**src/rtl/bitshift_link_pkg.sv**
```systemverilog
package bitshift_link_pkg;

   typedef struct packed {
      logic fill_link;
      logic fill_one;
      logic dir_right;
      logic flag_upd;
   } shift_ctl_t;

   typedef enum logic [0:0] {
      ZDET_REDUCE = 1'b0,
      ZDET_CHAIN  = 1'b1
   } zdet_style_e;

endpackage

```
**src/rtl/bsl_fill_sel.sv**
```systemverilog
module bsl_fill_sel
   import bitshift_link_pkg::*;
(
   input  shift_ctl_t ctl,
   input  logic       link_cur,
   output logic       fill_bit
);
   always_comb begin
      fill_bit = (ctl.fill_link & link_cur) | ctl.fill_one;
   end
endmodule

```
**src/rtl/bsl_shift_core.sv**
```systemverilog
module bsl_shift_core #(
   parameter int DATA_W = 8
) (
   input  logic [DATA_W-1:0] src,
   input  logic              dir_right,
   input  logic              fill_bit,
   output logic [DATA_W-1:0] shifted,
   output logic              spill_bit
);
   localparam int TOP = DATA_W - 1;

   logic [DATA_W-1:0] toward_lo;
   logic [DATA_W-1:0] toward_hi;

   for (genvar i = 0; i < DATA_W; i++) begin : g_bit
      if (i == TOP) begin : g_top
         assign toward_lo[i] = fill_bit;
      end else begin : g_mid_lo
         assign toward_lo[i] = src[i+1];
      end
      if (i == 0) begin : g_bot
         assign toward_hi[i] = fill_bit;
      end else begin : g_mid_hi
         assign toward_hi[i] = src[i-1];
      end
   end

   always_comb begin
      shifted   = dir_right ? toward_lo : toward_hi;
      spill_bit = dir_right ? src[0] : src[TOP];
   end
endmodule

```
**src/rtl/bsl_flag_eval.sv**
```systemverilog
module bsl_flag_eval
   import bitshift_link_pkg::*;
#(
   parameter int          DATA_W = 8,
   parameter zdet_style_e ZSTYLE = ZDET_CHAIN
) (
   input  logic [DATA_W-1:0] value,
   input  logic              spill_bit,
   output logic              is_zero,
   output logic              is_neg,
   output logic              is_ovf
);
   logic any_set;

   if (ZSTYLE == ZDET_CHAIN) begin : g_chain
      logic [DATA_W-1:0] acc;
      assign acc[0] = value[0];
      for (genvar i = 1; i < DATA_W; i++) begin : g_link
         assign acc[i] = acc[i-1] | value[i];
      end
      assign any_set = acc[DATA_W-1];
   end else begin : g_reduce
      assign any_set = |value;
   end

   always_comb begin
      is_zero = ~any_set;
      is_neg  = value[DATA_W-1];
      is_ovf  = spill_bit;
   end
endmodule

```
**src/rtl/bitshift_link_unit.sv**
```systemverilog
module bitshift_link_unit
   import bitshift_link_pkg::*;
#(
   parameter int          DATA_W = 8,
   parameter int          DEST_W = 4,
   parameter zdet_style_e ZSTYLE = ZDET_CHAIN
) (
   input  logic              clk,
   input  logic              rst_n,
   input  logic              cmd_valid,
   input  logic [3:0]        cmd_ctl,
   input  logic [DATA_W-1:0] src_val,
   input  logic              file_inhibit,
   input  logic [DEST_W-1:0] dest_code,
   output logic [DATA_W-1:0] result_q,
   output logic              file_wr_q,
   output logic              dest_wr_q,
   output logic [DEST_W-1:0] dest_code_q,
   output logic              link_q,
   output logic              flag_z_q,
   output logic              flag_n_q,
   output logic              flag_v_q
);
   localparam logic [DEST_W-1:0] NO_DEST = '0;

   if (DATA_W < 2) begin : g_bad_width
      $error("bitshift_link_unit: DATA_W must be at least 2");
   end
   if (DEST_W < 1) begin : g_bad_dest
      $error("bitshift_link_unit: DEST_W must be at least 1");
   end

   shift_ctl_t        ctl;
   logic              fill_bit;
   logic [DATA_W-1:0] shifted;
   logic              spill_bit;
   logic              nz_zero;
   logic              nz_neg;
   logic              nz_ovf;

   assign ctl = shift_ctl_t'(cmd_ctl);

   bsl_fill_sel u_fill (
      .ctl      (ctl),
      .link_cur (link_q),
      .fill_bit (fill_bit)
   );

   bsl_shift_core #(.DATA_W(DATA_W)) u_core (
      .src       (src_val),
      .dir_right (ctl.dir_right),
      .fill_bit  (fill_bit),
      .shifted   (shifted),
      .spill_bit (spill_bit)
   );

   bsl_flag_eval #(.DATA_W(DATA_W), .ZSTYLE(ZSTYLE)) u_flags (
      .value     (shifted),
      .spill_bit (spill_bit),
      .is_zero   (nz_zero),
      .is_neg    (nz_neg),
      .is_ovf    (nz_ovf)
   );

   always_ff @(posedge clk or negedge rst_n) begin
      if (!rst_n) begin
         result_q    <= '0;
         file_wr_q   <= 1'b0;
         dest_wr_q   <= 1'b0;
         dest_code_q <= '0;
         link_q      <= 1'b0;
      end else begin
         file_wr_q <= cmd_valid & ~file_inhibit;
         dest_wr_q <= cmd_valid & (dest_code != NO_DEST);
         if (cmd_valid) begin
            result_q    <= shifted;
            dest_code_q <= dest_code;
            link_q      <= spill_bit;
         end
      end
   end

   always_ff @(posedge clk or negedge rst_n) begin
      if (!rst_n) begin
         flag_z_q <= 1'b0;
         flag_n_q <= 1'b0;
         flag_v_q <= 1'b0;
      end else if (cmd_valid && ctl.flag_upd) begin
         flag_z_q <= nz_zero;
         flag_n_q <= nz_neg;
         flag_v_q <= nz_ovf;
      end
   end
endmodule

```
**config.mk**
```make
export PLATFORM = sky130hd
export DESIGN_NAME = bitshift_link_unit
export DESIGN_NICKNAME = d
export VERILOG_FILES = /design/src/rtl/bitshift_link_pkg.sv /design/src/rtl/bsl_fill_sel.sv /design/src/rtl/bsl_shift_core.sv /design/src/rtl/bsl_flag_eval.sv /design/src/rtl/bitshift_link_unit.sv
export SDC_FILE = /design/constraint.sdc
export NUM_CORES = 1
export LEC_CHECK = 0
export ABC_AREA = 1
export BUFFER_PORTS_ARGS = -buffer_cell sky130_fd_sc_hd__buf_2
export CORE_MARGIN = 3
export CORE_UTILIZATION = 48
export CTS_BUF_LIST = sky130_fd_sc_hd__clkbuf_4
export DETAILED_ROUTE_END_ITERATION = 8
export PLACE_DENSITY = 0.81
export SLEW_MARGIN = 20
export SYNTH_ARGS = -nofsm -noshare
export SYNTH_HDL_FRONTEND = slang
export SYNTH_HIERARCHICAL = 1
export SYNTH_SLANG_ARGS = --single-unit
```
**constraint.sdc**
```tcl
create_clock -name clk -period 1.4 [get_ports clk]
set_input_delay 0.21 -clock clk [delete_from_list [all_inputs] [get_ports clk]]
set_output_delay 0.21 -clock clk [all_outputs]
set_load 0.02 [all_outputs]
```
## Yosys cells after proc, flatten, opt, wreduce, memory -nomap -nowiden

Index checks and enable logic that the tools add are counted.

- Mux-type cells: 2
- Reduce and logical (&&, ||, !) cells: 2
- Bitwise gates (word level): 13

Operators by type and width:

| kind | count |
|---|---|
| 8-bit two-way mux | 1 |
| 1-bit bitwise OR | 8 |
| 4-bit nonzero test | 1 |
| 1-bit AND | 3 |
| 1-bit inverter | 2 |
| 1-bit logical AND | 1 |
| 1-bit two-way mux | 1 |

- Input port bits: 20
- Logic and storage cells: 25
- Register bits after elaboration: 18

## Logic depth before layout (Yosys ltp)

- Depth after elaboration: 11
- Gate-level depth with buffers: 9
- Gate-level depth less buffers: 9

## By module

The synthesis kept the hierarchy.

Modules (own cells, without submodules):

| module | area each (um^2) | cells an instance | times used |
|---|---|---|---|
| bitshift_link_unit | 700.7 | 75 | 1 |
| bsl_shift_core | 116.4 | 29 | 1 |
| bsl_flag_eval | 41.3 | 9 | 1 |
| bsl_fill_sel | 11.3 | 3 | 1 |

## Least setup slack after synthesis

Ideal clock, no wire load.

- Path type: register to register
- Start point: register link_q
- End point: register flag_z_q
- Buffers on the path: 0
- Required time: 1.335 ns
- Slack: 0.270 ns
- Setup time: 0.065 ns
- Arrival: 1.065 ns
- Cell stages (with the launch flop): 10
- Path through: dfrtp_1 nand2_1 nand2_1 nand2_1 nand2_1 nor2_1 nand2_1 nor2_1 nand3_1 nand2_1

RTL lines:

| item | RTL line | source |
|---|---|---|
| from (decl) | bitshift_link_unit.sv:19 | `output logic link_q,` |
| from (signal assigned) | bitshift_link_unit.sv:78 | `link_q <= spill_bit;` |
| 1-bit AND | bsl_fill_sel.sv:9 | `fill_bit = (ctl.fill_link & link_cur) \| ctl.fill_one;` |
| 1-bit bitwise OR | bsl_fill_sel.sv:9 |  |
| net fill_bit | bitshift_link_unit.sv:34 | `logic fill_bit;` |
| 8-bit two-way mux | bsl_shift_core.sv:29 | `shifted = dir_right ? toward_lo : toward_hi;` |
| net shifted[7] | bitshift_link_unit.sv:35 | `logic [DATA_W-1:0] shifted;` |
| 1-bit bitwise OR | bsl_flag_eval.sv:19 | `assign acc[i] = acc[i-1] \| value[i];` |
| 1-bit inverter | bsl_flag_eval.sv:27 | `is_zero = ~any_set;` |
| net nz_zero | bitshift_link_unit.sv:37 | `logic nz_zero;` |
| to (signal assigned) | bitshift_link_unit.sv:89 | `flag_z_q <= nz_zero;` |
| to (decl) | bitshift_link_unit.sv:20 | `output logic flag_z_q,` |

The timed path passes the listed nets, and every way through them passes these cells.
A chain may end at the register's enable or synchronous reset.

## Worst setup path in the final report

Same ends and word-level chain as after synthesis.

==> results.toml <==
[placement]
finalWeightedCongestion = 0.803
dp.cells = 171
dpl-instance-area_mm2 = 0.00102
portBuffers = 37

[global_routing]
grt_pass1_wl_um = 3060
grt_pass1_vias = 712
grt_max_degree = 19
grt.total_usage = 0.172
antenna_found_initial = 0
gr-total-overflow = 0

[setup_path]
critPathMaxFanout = 3
slowest_stage = "dfrtp_1"
regToRegSetupSlack_ps = 270
cp.arrival_ps = 1380
r2r.worst_path.cells = 9
path_cells = "nand2_1 > nand2_1 > nand2_1 > nand2_1 > nor2_1 > nand2_1 > nor2_1 > nand3_1 > nand2_1"
rr_startpoint = "link_q"
cp-start-kind = "flip-flop"
crit_path_end_kind = "flip-flop"
crit_path_frequent_cell = "nand2_1"
max_stage_delay_ps = 410
crit_path_start = "link_q"
r2r_end = "flag_z_q"
cp-endpoint = "flag_z_q"
critPathKind = "reg -> reg"
required_ps = 1650

[clocking]
cts_buffers = 3
numClockSinks = 18
cts_setup_buffers = 0
clk_pin_slew_ps = 100
ctsResizeCount = 0
cts_tree = "built"
clock_latency_ps = 300
root_buffer = "clkbuf_4"
max-clock-path-buffers = 2
htree_num_levels = 1

[logic_synthesis]
yosysTopAreaCell = "dfrtp_1"
async_flop_share = 1.00
seq_area_frac_synth = 0.518
synth_most_common_cell = "nand2_1"
ys_ff_latch = 18
synth_area_um2 = 870
yosys-top-cells-area = "dfrtp_1 (52%), nand2_1 (33%), buf_6 (5.2%)"
synthCells = 116
synth_warnings = 6
syn_area_per_cell_um2 = 7.50
synth_common_cells = "nand2_1 (77), dfrtp_1 (18), nor2_1 (8), buf_6 (4), nand3_1 (3)"
ys_types = 10
synth_fp_nets = 136
synth-edff-count = 0
ys.flop_type = "dfrtp_1"
yosys.area.top_type_share = 0.518

[layout]
final_layout_size_suffix_gt1_frac = 0.283
fin_cells = 176
fillerInstances = 164
num-nets-final = 173
synthToLayoutAreaGrowth_pct = 22.0
design_area_mm2 = 0.00106
diodes = 0
multi_input_area_um2 = 343
seqCellArea_um2 = 450

[timing]
fmaxAchievable_mhz = 885
relSlewSlack = 0.746
setup_viol = 0
rsz0062_at_grt = "no"
worst_slew_pin_slew_ps = 381
fin_crit_sh = 0.807
min_period_ps = 1130
fin_worst_skew_ps = 9.99
finalHoldViolCount = 0
tns_ps = 0
slew_viol_final = 0

[power_and_ir_drop]
pwr_density_cell_mw_per_mm2 = 1060
ir_drop_uv = 671
p_leak_nw = 0.654

[route]
wl_per_cell_um = 10.0
vias_per_cell = 4.58
drt_pass1_iterations = 4
drt_iter0_drc = 14
vias = 806
final_antenna_net_count = 0
wl_um = 1770
drc = 0

[floorplan]
dieArea_mm2 = 0.00236
dieWidth_um = 48.6
rows = 14
initial_core_util = 0.540
die_h_um = 48.6
io-pin-count = 38
fp.coreArea_mm2 = 0.00161

[run]
maxCapViolations = 0

[hold_path]
hold_path.class = "in -> reg"

[run_status]
status = "finished, final reports clean"
[registers in the layout, indices dropped and copies added, names as in the netlist]
| signal | flops |
|---|---|
| dest_code_q | 4 |
| dest_wr_q | 1 |
| file_wr_q | 1 |
| flag_n_q | 1 |
| flag_v_q | 1 |
| flag_z_q | 1 |
| link_q | 1 |
| result_q | 8 |
[where the power goes]
part | leakage [nW] | internal [mW] | total (mW) | switching, mW
logic | 0.415 | 0.0914 | 0.267 | 0.175
registers | 0.224 | 0.568 | 0.592 | 0.0236
clock network | 0.0154 | 0.104 | 0.264 | 0.160
total | 0.654 | 0.764 | 1.12 | 0.359
[layer usage]
metal	share of wire	up-vias	global-route usage
met5	0	-	0
met4	0.032	0	0.128
met3	0.075	5	0.0460
met2	0.43	34	0.266
met1	0.46	350	0.205
li1	-	417	-
[layout by cell type (no fill, tap or decap)]
cell            n
clkbuf_4        3
inv_6           1
clkinv_1        1
nand2_1        77
a21oi_2         1
inv_1           1
nand3_1         3
buf_2          37
nor2_1          8
dlygate4sd3_1   1
inv_2           1
dfrtp_1        18
[critical path: cells and delay by family, from the launching register on]
kind	cells	cell delay (ps)
DFF	1	410
and+or+nand+nor	9	670
[layout make-up]
| cell class | count | area share |
|---|---|---|
| Inverter | 3 | 0.0153 |
| Clock inverter | 1 | 0.00354 |
| Clock buffer | 3 | 0.0212 |
| Tap cell | 24 | 0.0283 |
| Sequential cell | 18 | 0.425 |
| Timing Repair Buffer | 38 | 0.184 |
| Multi-Input combinational cell | 89 | 0.323 |
[per-stage QoR]
stage                     setup slack, ps  power, mW   util  hold WS [ps]
after CTS                             263       1.13  0.658          54.0
after global placement                322      0.863  0.636           153
final                                 271       1.12  0.658          52.9
after detailed placement              285      0.871  0.636           155
after global routing                  159       1.20  0.658          37.3
after floorplan                       270      0.777      -         -85.6
[timing repair]
| item | 4_1_cts | 5_1_grt |
|---|---|---|
| hold endpoints to repair | 18 | 0 |
| setup endpoints to repair | 0 | 0 |
| hold buffers | 1 | 0 |
[cell families after synthesis]
kind of cell           after synthesis  share of synthesized area
and+or+nand+nor                     88                      0.384
DFF                                 18                      0.518
buffers and inverters                9                     0.0878
AOI/OAI and AO/OA                    1                     0.0101
[how the worst min path moves through the flow]
stage	startpoint	end	slack, ps	cells after the start
2_1_floorplan	rst_n	dest_code_q[0]	-90	0
3_3_place_gp	rst_n	dest_code_q[1]	150	1
3_5_place_dp	rst_n	dest_code_q[1]	160	1
4_1_cts	file_inhibit	file_wr_q	50	2
5_1_grt	file_inhibit	file_wr_q	40	2
6_report	file_inhibit	file_wr_q	50	2
No activity file was read; power rests on OpenSTA's default activity.
